`src/rtl/lac_pkg.sv`:
```
package lac_pkg;

    localparam int unsigned NIB_W = 4;

    // Fixed 4-bit substitution, a bijection on 0..15
    function automatic logic [NIB_W-1:0] lac_sbox(input logic [NIB_W-1:0] v);
        logic [NIB_W-1:0] s;
        case (v)
            4'h0: s = 4'hC;
            4'h1: s = 4'h5;
            4'h2: s = 4'h6;
            4'h3: s = 4'hB;
            4'h4: s = 4'h9;
            4'h5: s = 4'h0;
            4'h6: s = 4'hA;
            4'h7: s = 4'hD;
            4'h8: s = 4'h3;
            4'h9: s = 4'hE;
            4'hA: s = 4'hF;
            4'hB: s = 4'h8;
            4'hC: s = 4'h4;
            4'hD: s = 4'h7;
            4'hE: s = 4'h1;
            default: s = 4'h2;
        endcase
        return s;
    endfunction

endpackage

```
`src/rtl/lac_round_fn.sv`:
```
module lac_round_fn #(
    parameter int unsigned HALF_W = 20,
    parameter int unsigned STRIDE = 7
) (
    input  logic [HALF_W-1:0] half_i,
    input  logic [HALF_W-1:0] rkey_i,
    output logic [HALF_W-1:0] mix_o
);
    import lac_pkg::*;

    localparam int unsigned NIBS = HALF_W / NIB_W;

    logic [HALF_W-1:0] sub_w;
    logic [HALF_W-1:0] perm_w;

    // substitution layer
    for (genvar j = 0; j < NIBS; j++) begin : g_sub
        assign sub_w[j*NIB_W +: NIB_W] = lac_sbox(half_i[j*NIB_W +: NIB_W]);
    end

    // fixed bit permutation: stride must be coprime to HALF_W
    for (genvar b = 0; b < HALF_W; b++) begin : g_perm
        localparam int unsigned SRC = (b * STRIDE) % HALF_W;
        assign perm_w[b] = sub_w[SRC];
    end

    assign mix_o = perm_w ^ rkey_i;

endmodule

```
`src/rtl/lac_stage.sv`:
```
module lac_stage #(
    parameter int unsigned HALF_W = 20,
    parameter int unsigned NR     = 2,
    parameter int unsigned STRIDE = 7
) (
    input  logic [HALF_W-1:0]    l_i,
    input  logic [HALF_W-1:0]    r_i,
    input  logic [NR*HALF_W-1:0] keys_i,
    output logic [HALF_W-1:0]    l_o,
    output logic [HALF_W-1:0]    r_o
);
    logic [HALF_W-1:0] l_c [NR+1];
    logic [HALF_W-1:0] r_c [NR+1];

    assign l_c[0] = l_i;
    assign r_c[0] = r_i;

    for (genvar i = 0; i < NR; i++) begin : g_round
        logic [HALF_W-1:0] f_w;
        lac_round_fn #(
            .HALF_W (HALF_W),
            .STRIDE (STRIDE)
        ) u_fn (
            .half_i (r_c[i]),
            .rkey_i (keys_i[i*HALF_W +: HALF_W]),
            .mix_o  (f_w)
        );
        assign l_c[i+1] = r_c[i];
        assign r_c[i+1] = l_c[i] ^ f_w;
    end

    assign l_o = l_c[NR];
    assign r_o = r_c[NR];

endmodule

```
`src/rtl/lac_addr_cipher.sv`:
```
module lac_addr_cipher #(
    parameter int unsigned ADDR_W = 40,
    parameter int unsigned KEY_W  = 80,
    parameter int unsigned ROUNDS = 4,
    parameter int unsigned STRIDE = 7
) (
    input  logic              clk,
    input  logic              rst_n,
    input  logic              in_valid,
    input  logic              in_decrypt,
    input  logic [KEY_W-1:0]  in_key,
    input  logic [ADDR_W-1:0] in_addr,
    output logic              out_valid,
    output logic [ADDR_W-1:0] out_addr
);
    localparam int unsigned HALF_W = ADDR_W / 2;
    localparam int unsigned RPS    = ROUNDS / 2;
    localparam int unsigned SKEY_W = RPS * HALF_W;

    typedef struct packed {
        logic              s1_vld;
        logic [HALF_W-1:0] s1_l;
        logic [HALF_W-1:0] s1_r;
        logic [SKEY_W-1:0] s1_keys;
        logic              o_vld;
        logic [ADDR_W-1:0] o_addr;
    } pipe_t;

    pipe_t pipe_d, pipe_q;

    // round-key schedule, reversed for decryption
    logic [HALF_W-1:0] sched_w [ROUNDS];
    logic [SKEY_W-1:0] k1_w, k2_w;

    always_comb begin
        for (int i = 0; i < ROUNDS; i++) begin
            sched_w[i] = in_decrypt ? in_key[(ROUNDS-1-i)*HALF_W +: HALF_W]
                                    : in_key[i*HALF_W +: HALF_W];
        end
        for (int j = 0; j < RPS; j++) begin
            k1_w[j*HALF_W +: HALF_W] = sched_w[j];
            k2_w[j*HALF_W +: HALF_W] = sched_w[RPS + j];
        end
    end

    logic [HALF_W-1:0] a_l, a_r, b_l, b_r;

    lac_stage #(.HALF_W(HALF_W), .NR(RPS), .STRIDE(STRIDE)) u_front (
        .l_i    (in_addr[ADDR_W-1:HALF_W]),
        .r_i    (in_addr[HALF_W-1:0]),
        .keys_i (k1_w),
        .l_o    (a_l),
        .r_o    (a_r)
    );

    lac_stage #(.HALF_W(HALF_W), .NR(ROUNDS-RPS), .STRIDE(STRIDE)) u_back (
        .l_i    (pipe_q.s1_l),
        .r_i    (pipe_q.s1_r),
        .keys_i (pipe_q.s1_keys),
        .l_o    (b_l),
        .r_o    (b_r)
    );

    always_comb begin
        pipe_d        = pipe_q;
        pipe_d.s1_vld = in_valid;
        if (in_valid) begin
            pipe_d.s1_l    = a_l;
            pipe_d.s1_r    = a_r;
            pipe_d.s1_keys = k2_w;
        end
        pipe_d.o_vld = pipe_q.s1_vld;
        if (pipe_q.s1_vld) begin
            pipe_d.o_addr = {b_r, b_l};
        end
    end

    always_ff @(posedge clk or negedge rst_n) begin
        if (!rst_n) begin
            pipe_q <= '0;
        end else begin
            pipe_q <= pipe_d;
        end
    end

    assign out_valid = pipe_q.o_vld;
    assign out_addr  = pipe_q.o_addr;

    // reset clears the result port
    assert_reset_clear_R1: assert property (@(posedge clk)
        !rst_n |=> (!out_valid && out_addr == '0));

    // each accepted address emerges exactly two edges later
    assert_latency_R2: assert property (@(posedge clk) disable iff (!rst_n)
        in_valid |-> ##2 out_valid);

    // no result without a matching input
    assert_no_spurious_R2: assert property (@(posedge clk) disable iff (!rst_n)
        !in_valid |-> ##2 !out_valid);

    // result held while no new beat completes
    assert_hold_R7: assert property (@(posedge clk) disable iff (!rst_n)
        !pipe_q.s1_vld |=> $stable(out_addr));

    // a completed result is fully defined
    assert_known_R3: assert property (@(posedge clk) disable iff (!rst_n)
        out_valid |-> !$isunknown(out_addr));

endmodule

```
`config.mk`:
```
export PLATFORM = sky130hd
export DESIGN_NAME = lac_addr_cipher
export DESIGN_NICKNAME = d
export VERILOG_FILES = /design/src/rtl/lac_pkg.sv /design/src/rtl/lac_round_fn.sv /design/src/rtl/lac_stage.sv /design/src/rtl/lac_addr_cipher.sv
export SDC_FILE = /design/constraint.sdc
export NUM_CORES = 1
export LEC_CHECK = 0
export ABC_AREA = 1
export BUFFER_PORTS_ARGS = -buffer_cell sky130_fd_sc_hd__buf_2
export CORE_ASPECT_RATIO = 0.75
export CORE_MARGIN = 2
export CORE_UTILIZATION = 45
export DETAILED_ROUTE_END_ITERATION = 8
export GPL_TIMING_DRIVEN = 0
export PLACE_DENSITY = 0.65
export RECOVER_POWER = 100
export SYNTH_ARGS = -nofsm -noshare
export SYNTH_HDL_FRONTEND = slang
export SYNTH_HIERARCHICAL = 1
export SYNTH_SLANG_ARGS = --single-unit
```
`constraint.sdc`:
```
create_clock -name clk -period 3.7 [get_ports clk]
set_input_delay 0.185 -clock clk [delete_from_list [all_inputs] [get_ports clk]]
set_output_delay 0.185 -clock clk [all_outputs]
set_load 0.1 [all_outputs]
```
==> run_results.csv <==
group,metric,value,unit
timing,fin_skew,0.0102,ns
worst_hold_path,hold_class,"in2reg",
critical_path,r2r-end,"out_addr[32]",
timing,hold_ws,0.0822,ns
cts,cts_resized,0,
layout,fin_util,52.4,%
grt,grt_max_degree,74,
synthesis,synth.most_common_cell,"nand2_1",
run_status,violations,"capacitance limit, slew limit",
layout,syn2layout_area_growth,14.9,%
synthesis,synth_seq_cells,122,
run_status,status,"finished with violations",
critical_path,r2r-start,"pipe_q[89]",
timing,clock.fmax,300,MHz
synthesis,async_flop_share,100,%
synthesis,syn-num-nets,2465,
route,drcViolationCount,0,
placed_design,place_ws,0.505,ns
placed_design,io_buffers,163,
power,power.leakage,9.33,nW
synthesis,synth_xor_xnor_area_share,0,%
layout,layout-drive-gt1-share,9.95,%
cts,cts_root_buffer,"clkbuf_16",
synthesis,synth_compound_area_share,5.53,%
cts,path_clk_slew,0.06,ns
synthesis,synth_commonest_cells,"1,074 x nand2_1, 427 x inv_1, 161 x nand3_1, 141 x o21ai_0, 122 x dfrtp_1",
cts,htreeDepth,4,
die,initial_core_util,45.6,%
power,p_int,4.14,mW
layout,stdcell_count,2809,
cts,cts_made_buffers,17,
grt,grt_use_met1,36.6,%
grt,grt_pass1_wl,60.5,mm
route,drt-wirelength-per-cell,13.6,um
grt,grtUsageMet3,2.95,%
worst_hold_path,hold_depth,5,
timing,rsz0062_at_grt,"no",
route,wirelength,38.3,mm
critical_path,reg2reg_slack,0.36,ns
cts,cts_tree,"done",
cts,hold_buffers,2,
grt,grt_pass1_vias,12000,
cts,postCtsSetupBuffers,0,
critical_path,ff2ff_path_depth,26,
die,fp.dieH,150,um
placed_design,place.gp.congestion,0.939,
grt,grt_busiest_layer,"met2",
die,core,0.0280,mm2
power,p_seq_share,21.9,%
flow_run,maxCapViolCount,1,
power,power_density,610,mW/mm2
cts,clkSinkCount,122,
grt,grt-ovfl-total,0,
timing,fin_crit,3.34,ns
synthesis,synth_top_family_by_area,"simple AND/OR/NAND/NOR gates",
synthesis,syn_area_per_cell,5.74,um2
grt,grt.total_usage,26.2,%
critical_path,critPathRequiredTime,3.98,ns
route,first_pass_iters,6,
timing,setup_ws,0.361,ns
synthesis,synth_cell_types,18,
layout,n_fill_cell,2960,
cts,cts_max_path_buffers,2,
synthesis,netlist_area,0.0128,mm2
cts,clock_latency,0.42,ns
grt,antenna_found_initial,0,
critical_path,setup.worst_path.class,"reg2reg",
route,detail-route-antenna-nets,0,
timing,slew_headroom,-90.4,%
route,vias_per_cell,4.78,
route,drt_iter0_drc,1088,
synthesis,synth_mux_area_share,0,%
power,power_switching,4.81,mW
worst_hold_path,holdPathEnd,"pipe_q[58]",
synthesis,syn_inst,2225,
timing,drv_slew,50,
power,irDropWorstVdd,0.913,mV
placed_design,dp_cells,2774,
synthesis,synthAdderAreaFrac,11.4,%
synthesis,yosysSeqAreaShare,23.9,%
critical_path,start_kind,"flip-flop",
power,p_sw_share,53.7,%
synthesis,synth-simple-area-share,41.9,%
synthesis,netlist.area_leader.share,31.6,%
synthesis,synth.area.top_cells,"nand2_1 32%, dfrtp_1 24%, inv_1 13%, ha_1 11%, nand3_1 6.3%",
critical_path,worstPathMaxFanout,8,
timing,worst_pin_slew,2.86,ns
timing,tns,0,ns
synthesis,yosysTopAreaCell,"nand2_1",
critical_path,cp_data_arrival_time,3.62,ns
layout,nets,2650,
die,row_count,53,
synthesis,synth_edf_count,0,
timing,post-route-period-util,90.2,%
synthesis,yosys_warnings,6,
worst_hold_path,min_from,"in_key[57]",
synthesis,synth_ff_type,"dfrtp_1",
critical_path,critPathCaptureType,"flip-flop",
timing,setup_violations,0,
die,die_w,199,um
placed_design,dp_hpwl,31.0,mm
die,ios,165,
die,die_area,0.0298,mm2
power,clkPwrFrac,19.7,%
route,num_vias,13400,
timing,hold_viol,0,
power,p_comb_share,58.4,%
grt,use_met2,43.4,%
## how the worst max path moves through the flow
stage / startpoint / endpoint / slack (ns) / depth (start not counted)
after CTS: pipe_q[89] / out_addr[32] / 0.45 / 26
after floorplan: pipe_q[97] / out_addr[28] / 1.11 / 25
after global placement: pipe_q[82] / out_addr[29] / 0.56 / 26
after global routing: pipe_q[89] / out_addr[32] / 0.12 / 25
after detailed placement: pipe_q[82] / out_addr[29] / 0.51 / 26
final: pipe_q[89] / out_addr[32] / 0.36 / 26
## metrics by stage
step | power [mW] | cell area [um2]
after global placement | 7.10 | 14100
after CTS | 9.00 | 14700
after global routing | 9.69 | 14700
after floorplan | 6.08 | 12800
final | 8.95 | 14700
after detailed placement | 7.20 | 14100
## cells in the final DEF, fill, tap and decap left out, drive strengths merged, types with 11 or more instances in the layout
| master | count |
|---|---|
| buf | 183 |
| nand3b | 30 |
| ha | 116 |
| nor2 | 31 |
| dfrtp | 122 |
| or2 | 11 |
| inv | 452 |
| nand2 | 1074 |
| o21ai | 141 |
| nand3 | 171 |
| clkbuf | 82 |
## flip-flops by register name, indices dropped and copies added (netlist names)
name	flops
pipe_d	1
out_addr	40
pipe_q	80
out_valid	1
## layer usage
metal	vias to the layer above	wire (um)
met5	-	0
met4	0	505
met3	33	2320
met2	386	17200
met1	6056	18300
li1	6938	-
## worst max-delay path: stages (launching register included)
cell and delay, ns:
dfrtp_1 0.52, inv_1 0.15, ha_1 0.30, inv_1 0.04
nand2_1 0.07, o21ai_0 0.09, nand2_1 0.10, nand2_1 0.06
nand2_1 0.06, nand2_1 0.09, inv_1 0.07, nand2_1 0.05
nand2_1 0.21, inv_1 0.12, ha_1 0.32, inv_1 0.07
nand2_1 0.07, o21ai_0 0.12, nand2_1 0.13, nand2_1 0.08
nand2_1 0.06, nand2_1 0.11, inv_1 0.05, nand2_1 0.05
nand2_1 0.08, nand2_1 0.06, o21ai_0 0.07
## power by group through the flow
| stage | Sequential (mW) | Combinational [mW] | Clock [mW] |
|---|---|---|---|
| floorplan | 1.87 | 4.21 | 0 |
| global placement | 1.97 | 5.12 | 0 |
| detailed placement | 1.98 | 5.21 | 0 |
| CTS | 1.96 | 5.24 | 1.79 |
| global route | 2.01 | 5.82 | 1.86 |
| finish | 1.95 | 5.23 | 1.77 |
## layout make-up
type / instances / area, um2 / share of cell area (%)
inverters: 445 / 1670 / 11.4
multi-input cells: 1575 / 7510 / 51.2
well taps: 385 / 482 / 3.28
clock inverters: 14 / 184 / 1.25
clock buffers: 18 / 429 / 2.93
plain buffers: 83 / 531 / 3.62
flip-flops and latches: 122 / 3050 / 20.8
diodes: 1 / 2.50 / 0.0171
repair buffers: 166 / 805 / 5.49
## kinds of logic (layout without fill, tap and decap cells)
kind of cell / after synthesis / count (layout)
simple gates: 1318 / 1318
buf+inv: 528 / 726
compound gates: 141 / 141
flops: 122 / 122
fa+ha+maj: 116 / 116
other cells: 0 / 1
Note: power is estimated with default switching activity, not from simulation.
